[src/rtl/ea_pkg.sv]
package ea_pkg;
  typedef enum logic [3:0] {
    AM_IMPL = 4'd0,
    AM_IMM  = 4'd1,
    AM_DIR  = 4'd2,
    AM_IND  = 4'd3,
    AM_REL  = 4'd4,
    AM_IDX  = 4'd5,
    AM_REG  = 4'd6,
    AM_RIND = 4'd7,
    AM_AINC = 4'd8,
    AM_ADEC = 4'd9
  } amode_e;

  typedef enum logic [2:0] {
    ST_IDLE = 3'd0,
    ST_ADDR = 3'd1,
    ST_IND  = 3'd2,
    ST_DATA = 3'd3,
    ST_DONE = 3'd4
  } ea_state_e;
endpackage

[src/rtl/ea_rst_sync.sv]
module ea_rst_sync #(
  parameter int STAGES = 2
) (
  input  logic clk,
  input  logic rst_n,
  output logic rst_n_sync
);
  logic [STAGES-1:0] chain_q;

  always_ff @(posedge clk or negedge rst_n) begin
    if (!rst_n) chain_q <= '0;
    else        chain_q <= {chain_q[STAGES-2:0], 1'b1};
  end

  assign rst_n_sync = chain_q[STAGES-1];
endmodule

[src/rtl/ea_addr_gen.sv]
module ea_addr_gen
  import ea_pkg::*;
#(
  parameter int DW = 16
) (
  input  logic [3:0]    mode,
  input  logic [DW-1:0] fld,
  input  logic [DW-1:0] pc,
  input  logic [DW-1:0] xr,
  input  logic [DW-1:0] rval,
  output logic [DW-1:0] ea,
  output logic [DW-1:0] direct_val,
  output logic          needs_mem,
  output logic          two_step,
  output logic          wb_en,
  output logic [DW-1:0] wb_val,
  output logic          bad
);
  always_comb begin
    ea         = fld;
    direct_val = '0;
    needs_mem  = 1'b0;
    two_step   = 1'b0;
    wb_en      = 1'b0;
    wb_val     = rval;
    bad        = 1'b0;
    case (amode_e'(mode))
      AM_IMPL: direct_val = '0;
      AM_IMM:  direct_val = fld;
      AM_DIR:  needs_mem = 1'b1;
      AM_IND: begin
        needs_mem = 1'b1;
        two_step  = 1'b1;
      end
      AM_REL: begin
        needs_mem = 1'b1;
        ea        = fld + pc;
      end
      AM_IDX: begin
        needs_mem = 1'b1;
        ea        = fld + xr;
      end
      AM_REG:  direct_val = rval;
      AM_RIND: begin
        needs_mem = 1'b1;
        ea        = rval;
      end
      AM_AINC: begin
        needs_mem = 1'b1;
        ea        = rval;
        wb_en     = 1'b1;
        wb_val    = rval + DW'(1);
      end
      AM_ADEC: begin
        needs_mem = 1'b1;
        ea        = rval;
        wb_en     = 1'b1;
        wb_val    = rval - DW'(1);
      end
      default: bad = 1'b1;
    endcase
  end
endmodule

[src/rtl/ea_fsm.sv]
module ea_fsm
  import ea_pkg::*;
(
  input  logic      clk,
  input  logic      rst_n,
  input  logic      start,
  input  logic      needs_mem,
  input  logic      two_step,
  output ea_state_e state
);
  ea_state_e state_q, state_d;

  always_comb begin
    state_d = state_q;
    case (state_q)
      ST_IDLE: if (start) state_d = ST_ADDR;
      ST_ADDR: begin
        if (!needs_mem)    state_d = ST_DONE;
        else if (two_step) state_d = ST_IND;
        else               state_d = ST_DATA;
      end
      ST_IND:  state_d = ST_DATA;
      ST_DATA: state_d = ST_DONE;
      ST_DONE: state_d = ST_IDLE;
      default: state_d = ST_IDLE;
    endcase
  end

  always_ff @(posedge clk or negedge rst_n) begin
    if (!rst_n) state_q <= ST_IDLE;
    else        state_q <= state_d;
  end

  assign state = state_q;
endmodule

[src/rtl/ea_unit.sv]
module ea_unit
  import ea_pkg::*;
#(
  parameter int DW = 16,
  parameter int RN = 8,
  localparam int RAW = $clog2(RN)
) (
  input  logic           clk,
  input  logic           rst_n,
  input  logic           start,
  input  logic [3:0]     mode,
  input  logic [DW-1:0]  field,
  input  logic [DW-1:0]  pc,
  input  logic [DW-1:0]  xr,
  output logic [RAW-1:0] rf_raddr,
  input  logic [DW-1:0]  rf_rdata,
  output logic           rf_we,
  output logic [RAW-1:0] rf_waddr,
  output logic [DW-1:0]  rf_wdata,
  output logic           mem_req,
  output logic [DW-1:0]  mem_addr,
  input  logic [DW-1:0]  mem_rdata,
  output logic [DW-1:0]  operand,
  output logic           operand_valid,
  output logic [DW-1:0]  eff_addr,
  output logic           illegal_mode,
  output logic           busy
);
  logic           rst_ns;
  ea_state_e      state;
  logic [3:0]     mode_q;
  logic [DW-1:0]  fld_q, pc_q, xr_q, rval_q, ea_q, opnd_q;
  logic [RAW-1:0] sel_q;
  logic           bad_q;
  logic [DW-1:0]  ea_c, dval_c, wbv_c;
  logic           nmem_c, two_c, wben_c, bad_c;
  logic           ld_en, in_addr, in_ind, in_data;

  ea_rst_sync #(.STAGES(2)) u_rst (
    .clk(clk), .rst_n(rst_n), .rst_n_sync(rst_ns)
  );

  assign ld_en   = start && (state == ST_IDLE);
  assign in_addr = (state == ST_ADDR);
  assign in_ind  = (state == ST_IND);
  assign in_data = (state == ST_DATA);

  ea_fsm u_fsm (
    .clk(clk), .rst_n(rst_ns), .start(start),
    .needs_mem(nmem_c && !bad_c), .two_step(two_c), .state(state)
  );

  ea_addr_gen #(.DW(DW)) u_gen (
    .mode(mode_q), .fld(fld_q), .pc(pc_q), .xr(xr_q), .rval(rval_q),
    .ea(ea_c), .direct_val(dval_c), .needs_mem(nmem_c), .two_step(two_c),
    .wb_en(wben_c), .wb_val(wbv_c), .bad(bad_c)
  );

  // request capture, clock-enabled by an accepted start
  always_ff @(posedge clk) begin
    if (ld_en) begin
      mode_q <= mode;
      fld_q  <= field;
      pc_q   <= pc;
      xr_q   <= xr;
      rval_q <= rf_rdata;
      sel_q  <= field[RAW-1:0];
    end
  end

  // address and operand holding registers
  always_ff @(posedge clk) begin
    if (in_addr)     ea_q <= ea_c;
    else if (in_ind) ea_q <= mem_rdata;
    if (in_addr && !nmem_c) opnd_q <= dval_c;
    else if (in_data)       opnd_q <= mem_rdata;
  end

  always_ff @(posedge clk or negedge rst_ns) begin
    if (!rst_ns)      bad_q <= 1'b0;
    else if (in_addr) bad_q <= bad_c;
  end

  assign rf_raddr      = field[RAW-1:0];
  assign rf_we         = in_addr && wben_c;
  assign rf_waddr      = sel_q;
  assign rf_wdata      = wbv_c;
  assign mem_req       = (in_addr && nmem_c) || in_ind;
  assign mem_addr      = in_ind ? mem_rdata : ea_c;
  assign operand       = opnd_q;
  assign eff_addr      = ea_q;
  assign operand_valid = (state == ST_DONE) && !bad_q;
  assign illegal_mode  = (state == ST_DONE) && bad_q;
  assign busy          = (state != ST_IDLE);
endmodule

[config.mk]
export PLATFORM = sky130hd
export DESIGN_NAME = ea_unit
export DESIGN_NICKNAME = d
export VERILOG_FILES = /design/src/rtl/ea_pkg.sv /design/src/rtl/ea_rst_sync.sv /design/src/rtl/ea_addr_gen.sv /design/src/rtl/ea_fsm.sv /design/src/rtl/ea_unit.sv
export SDC_FILE = /design/constraint.sdc
export NUM_CORES = 1
export LEC_CHECK = 0
export ABC_AREA = 0
export BUFFER_PORTS_ARGS = -buffer_cell sky130_fd_sc_hd__buf_2
export CORE_AREA = 2 2 111 113
export CTS_BUF_LIST = sky130_fd_sc_hd__clkbuf_16
export DETAILED_ROUTE_END_ITERATION = 7
export DIE_AREA = 0 0 113 115
export HOLD_SLACK_MARGIN = 0.06
export PLACE_DENSITY_LB_ADDON = 0.1
export SYNTH_ARGS = -nofsm -noshare
export SYNTH_HDL_FRONTEND = slang
export SYNTH_SLANG_ARGS = --single-unit
[constraint.sdc]
create_clock -name clk -period 4.2 [get_ports clk]
set_clock_uncertainty 0.15 [all_clocks]
set_input_delay 0.42 -clock clk [delete_from_list [all_inputs] [get_ports clk]]
set_output_delay 0.42 -clock clk [all_outputs]
set_load 0.02 [all_outputs]
# ---- Yosys cells after proc, flatten, opt, wreduce, memory -nomap -nowiden
# Cells that the tools add are included.
dict set report totals {
  reg_bits 109
  wordCells 64
}
dict set report classes {
  n_addsub 4
  n_eq_ne 14
  muxes 16
  reduce_logical 19
}
# op n
set op_table {}
lappend op_table {{16-bit 2-to-1 mux} 5}
lappend op_table {{16-bit one-hot mux with 2 select lines} 2}
lappend op_table {{16-bit one-hot mux with 3 select lines} 1}
lappend op_table {{16-bit adder} 2}
lappend op_table {{16-bit by 1-bit adder with 16-bit output, second input constant} 1}
lappend op_table {{4-bit by 3-bit == test with 1-bit output, second input constant} 4}
lappend op_table {{16-bit by 1-bit subtractor with 16-bit output, second input constant} 1}
lappend op_table {{3-bit one-hot mux with 4 select lines} 1}
lappend op_table {{10-bit OR reduction} 1}
lappend op_table {{4-bit by 2-bit == test with 1-bit output, second input constant} 2}
lappend op_table {{4-bit == test, second input constant} 2}
lappend op_table {{1-bit logical AND} 7}
lappend op_table {{7-bit OR reduction} 1}
lappend op_table {{3-bit by 2-bit == test with 1-bit output, second input constant} 2}
lappend op_table {{3-bit 2-to-1 mux} 2}
lappend op_table {{1-bit 2-to-1 mux} 5}
lappend op_table {{4-bit by 1-bit == test with 1-bit output, second input constant} 1}
lappend op_table {{4-bit logical NOT} 1}
lappend op_table {{2-bit nonzero test} 2}
lappend op_table {{3-bit by 1-bit == test with 1-bit output, second input constant} 1}
lappend op_table {{3-bit == test, second input constant} 1}
lappend op_table {{3-bit logical NOT} 1}
lappend op_table {{3-bit nonzero test} 1}
lappend op_table {{3-bit OR reduction} 1}
lappend op_table {{other kinds (4)} 5}

# ---- Longest topological paths before layout
dict set report logic_depth {
  depth_word 6
  ltp_mapped 14
}

# ---- By module
# Synthesis repeated with hierarchy kept, for this count alone.
dict set report hier_totals {
  cells_unflattened 518
  area_unflattened_um2 6339.8
}
# mod n_inst cells_per_inst area_each_um2
set by_module_without_submodules {}
lappend by_module_without_submodules {ea_unit 1 180 3862.5}
lappend by_module_without_submodules {ea_addr_gen 1 324 2292.2}
lappend by_module_without_submodules {ea_fsm 1 11 131.4}
lappend by_module_without_submodules {ea_rst_sync 1 3 53.8}

# ---- Least setup slack after synthesis
# OpenSTA, ideal clock, no wires.
dict set report synth_path {
  path_type {register -> register}
  startpoint {reg u_fsm.state_q[1] (netlist: u_fsm.state[1])}
  endpoint {reg fld_q[0] (enable)}
  setup_time_ps 495
  arrival_time_ps 3886
  slack_ps -331
  stages_incl_launch_ff 4
  synth_period_minus_slack_ps 4531
  path_cell_list {dfrtp_1 -> clkbuf_1 -> or3_1 -> nor2_1}
}
dict set report synth_via {
  elab_chain_cells 2
}
# element line
set synth_rtl {}
lappend synth_rtl {{start, declared} ea_fsm.sv:11} ;# ea_state_e state_q, state_d;
lappend synth_rtl {{start signal, assigned} ea_fsm.sv:31} ;# else state_q <= state_d;
lappend synth_rtl {{3-bit logical NOT} ea_unit.sv:43} ;# assign ld_en = start && (state == ST_IDLE);
lappend synth_rtl {{1-bit logical AND} ea_unit.sv:43}
lappend synth_rtl {{net ld_en} ea_unit.sv:37} ;# logic ld_en, in_addr, in_ind, in_data;
lappend synth_rtl {{end signal, assigned} ea_unit.sv:63} ;# fld_q <= field;
lappend synth_rtl {{end, declared} ea_unit.sv:32} ;# logic [DW-1:0] fld_q, pc_q, xr_q, rval_q, ea_q, opnd_q;
# The timed path passes the listed nets, and every way through them passes these cells.
# A chain may end at the register's enable or synchronous reset.

# ---- Final worst setup path
dict set report layout_path {
  startpoint {reg mode_q[2]}
  endpoint {out rf_wdata[15]}
}
dict set report layout_via {
  elab_chain_cells 2
}
# element line
set layout_rtl {}
lappend layout_rtl {{start, declared} ea_unit.sv:31} ;# logic [3:0] mode_q;
lappend layout_rtl {{start signal, assigned} ea_unit.sv:62} ;# mode_q <= mode;
lappend layout_rtl {{4-bit == test} ea_addr_gen.sv:27} ;# case (amode_e'(mode))
lappend layout_rtl {{16-bit one-hot mux with 2 select lines *} ea_addr_gen.sv:27}
lappend layout_rtl {{end, declared} ea_unit.sv:19} ;# output logic [DW-1:0] rf_wdata,
# Mark *: on every way between the ends. The rest lies on a longest branch, timed or not.

==> impl_metrics.json <==
{
  "run_status": "finished with violations",
  "failing_checks": "design-rule violations",
  "cp-startpoint": "mode_q[2]$_DFFE_PP_",
  "mostFrequentLayoutCell": "sky130_fd_sc_hd__buf_2",
  "worst-r2r-setup-slack_ns": 0.81,
  "max-vdd-ir-drop_mv": 0.3178,
  "synth_edf_count": 100,
  "timing_worst_slew_pin_value_ns": 1.057,
  "detail_route.first_pass.iterations": 7,
  "yosys.area.top_type_share_pct": 48.44,
  "ctsRootBufferMaster": "sky130_fd_sc_hd__clkbuf_16",
  "synth_top_cells_by_area": "sky130_fd_sc_hd__edfxtp_1, sky130_fd_sc_hd__ha_1, sky130_fd_sc_hd__a21oi_1",
  "fp-row-count": 40,
  "max_clock_freq_ghz": 0.2471,
  "regToRegStartpoint": "mode_q[3]$_DFFE_PP_",
  "route.vias.total": 5236,
  "worst_setup_path_start_kind": "flip-flop",
  "route.detailed.drc": 17,
  "antenna_violations_before_repair": 0,
  "placement.io_buffers": 161,
  "die-area_um2": 13000,
  "grt_max_degree": 69,
  "track_usage_pct": 24.99,
  "clock_latency_ns": 0.35,
  "timing.final.crit_period_ns": 4.046,
  "r2r_cells": 10,
  "avgSynthCellArea_um2": 10.49,
  "power.density_cell_area_nw_per_um2": 672.8,
  "grt_pass1_wl_mm": 25.00,
  "crit_end": "rf_wdata[15]",
  "critical_path_class": "reg2out",
  "fin_tns_setup_ns": 0,
  "worst-endpoint-arrival_ns": 3.48,
  "htree_levels": 3,
  "critical_path.reg2reg.endpoint": "eff_addr[13]$_DFFE_PP_",
  "min_from": "rf_rdata[7]",
  "finalSetupViolations": 0,
  "dp.cells": 878,
  "tritoncts_num_sinks": 106,
  "globalRouteOverflowTotal": 0,
  "die_width_um": 113,
  "slew_headroom_pct": 29.29,
  "start_util_pct": 52.49,
  "drt_wl_total_mm": 15.94,
  "floorplan.die.height_um": 115,
  "drc_marker_count_from_the_first_detailed_route_iteration": 504,
  "sequential_element_share_of_the_synthesized_area_pct": 50.86,
  "syn2layout_area_growth_pct": 22.02,
  "critPathRequiredTime_ns": 3.63,
  "detailed_place.area_um2": 7139,
  "slew_violations": 0,
  "grt_pass1_vias": 4706,
  "gp_routability_congestion": 0.9882,
  "distinct_cells_synth": 61,
  "layout.cell_area.non_filler_um2": 7565,
  "mappedNetlistNets": 712,
  "synth_async_sr_flop_share_pct": 5.660,
  "crit_fanout": 13,
  "layout_common_cells": "sky130_fd_sc_hd__buf_2, sky130_fd_sc_hd__edfxtp_1, sky130_fd_sc_hd__nor2_1",
  "cap_viol_max_count": 0,
  "detail_route.wl_per_cell_um": 17.79,
  "clockBufferDepth": 2,
  "final_net_count": 865,
  "synthCells": 591,
  "place_hpwl_mm": 12.40,
  "ant_nets": 0,
  "synth-warning-count": 0,
  "min-delay-path-class": "in2reg",
  "nFillCells": 942,
  "synth_seq_cells": 106,
  "tritoncts": "done",
  "yosys.area.top_type": "sky130_fd_sc_hd__edfxtp_1",
  "power.leakage_uw": 0.003116,
  "antenna_cells": 0,
  "core_area_um2": 11810,
  "worst_setup_end_kind": "output port",
  "layout-drive-gt1-share_pct": 32.58,
  "timing_hold_violations_final": 0,
  "number_of_buffers_created_by_cts": 9,
  "post_synth_instance_area_um2": 6200,
  "path_clk_slew_ns": 0.07,
  "layoutNonFillerInstCount": 896,
  "i_o_pin_count": 162,
  "final.period_utilization_pct": 96.34,
  "yosys_most_used_dff": "sky130_fd_sc_hd__edfxtp_1",
  "route.detailed.vias_per_inst": 5.844
}
cell usage after synthesis, types with 7 or more instances:
cell type / n
sky130_fd_sc_hd__xor2_1: 12
sky130_fd_sc_hd__nor3_1: 9
sky130_fd_sc_hd__nand3_1: 7
sky130_fd_sc_hd__mux2_2: 18
sky130_fd_sc_hd__nand2_1: 59
sky130_fd_sc_hd__a21o_1: 8
sky130_fd_sc_hd__xnor2_1: 14
sky130_fd_sc_hd__nor2_1: 66
sky130_fd_sc_hd__a22oi_1: 18
sky130_fd_sc_hd__clkbuf_1: 23
sky130_fd_sc_hd__nand2b_1: 7
sky130_fd_sc_hd__ha_1: 32
sky130_fd_sc_hd__o21ai_0: 43
sky130_fd_sc_hd__edfxtp_1: 100
sky130_fd_sc_hd__inv_1: 12
sky130_fd_sc_hd__a21oi_1: 64
worst max-delay path, cell delays in order, from the launching register on:
cell	delay [ns]
sky130_fd_sc_hd__edfxtp_1	0.39
sky130_fd_sc_hd__buf_4	0.20
sky130_fd_sc_hd__nor2_1	0.15
sky130_fd_sc_hd__and2_4	0.22
sky130_fd_sc_hd__nand2_1	0.11
sky130_fd_sc_hd__inv_2	0.13
sky130_fd_sc_hd__ha_1	0.29
sky130_fd_sc_hd__o21ai_0	0.30
sky130_fd_sc_hd__o21ai_2	0.14
sky130_fd_sc_hd__a2111oi_2	0.36
sky130_fd_sc_hd__o21ai_0	0.15
sky130_fd_sc_hd__xor2_1	0.16
sky130_fd_sc_hd__nand2_1	0.12
sky130_fd_sc_hd__xnor2_2	0.20
sky130_fd_sc_hd__buf_2	0.20
where the power goes:
group / total, uW / switching [uW] / internal [uW]
clock network: 762 / 363 / 399
registers: 1810 / 207 / 1600
logic: 2520 / 1620 / 893
total: 5090 / 2190 / 2900
stage by stage:
| step | utilization, % | total power, uW | worst slack, ns | hold slack, ns |
|---|---|---|---|---|
| 2_1_floorplan | - | 3474 | 0.3129 | -0.1097 |
| 3_3_place_gp | 60.44 | 4172 | 0.1793 | -0.08924 |
| 5_1_grt | 64.05 | 5422 | -0.01528 | 0.07799 |
| 3_5_place_dp | 60.44 | 4235 | 0.1140 | -0.08749 |
| 6_report | 64.05 | 5089 | 0.1535 | 0.09181 |
| 4_1_cts | 63.20 | 5022 | 0.01765 | 0.07993 |
cells by family after synthesis:
logic type               count (synthesis)  share of synthesized area (%)
AO/OA/AOI/OAI                          181                          18.14
adder cells (fa/ha/maj)                 34                          7.104
flip-flops                             106                          50.86
XOR/XNOR                                26                          3.673
buffers and inverters                   48                          3.612
other                                    1                        0.06049
AND/OR/NAND/NOR                        175                          12.96
multiplexers                            20                          3.592
metal layers:
| metal | GRT usage (%) | wire [um] |
|---|---|---|
| met2 | 36.61 | 6938 |
| met1 | 37.66 | 7220 |
| met3 | 3.690 | 1400 |
| met4 | 9.837 | 376 |
| met5 | 0 | 0 |
worst min path at each step:
stage | end | slack, ns | cells after the start
6_report | rval_q[7]$_DFFE_PP_ | 0.09 | 1
5_1_grt | rval_q[9]$_DFFE_PP_ | 0.08 | 1
4_1_cts | rval_q[10]$_DFFE_PP_ | 0.08 | 1
3_5_place_dp | bad_q$_DFFE_PN0P_ | -0.09 | 0
3_3_place_gp | u_fsm.state[0]$_DFFE_PN0P_ | -0.09 | 0
2_1_floorplan | bad_q$_DFFE_PN0P_ | -0.11 | 0
area by class of cell:
type | instances | area, um^2 | area share, %
flip-flops and latches | 106 | 3153 | 41.68
multi-input cells | 437 | 2974 | 39.32
repair buffers | 178 | 938.4 | 12.40
clock buffers | 9 | 225.2 | 2.977
well taps | 147 | 183.9 | 2.431
clock inverters | 7 | 45.04 | 0.5954
inverters | 12 | 45.04 | 0.5954
flip-flops by register name (all words and copies together) (netlist names):
signal / flops
xr_q: 16
u_rst.chain_q: 2
mode_q: 4
eff_addr: 16
fld_q: 16
rval_q: 16
pc_q: 16
operand: 16
u_fsm.state: 3
bad_q: 1
repair_timing:
item,in CTS,in global routing
pin swaps,0,2
hold buffers,2,0
setup buffers,0,0
endpoints found under the setup margin,14,16
endpoints found under the hold margin,6,0
resized for setup,11,23
Power figures use the tool's default switching activity.
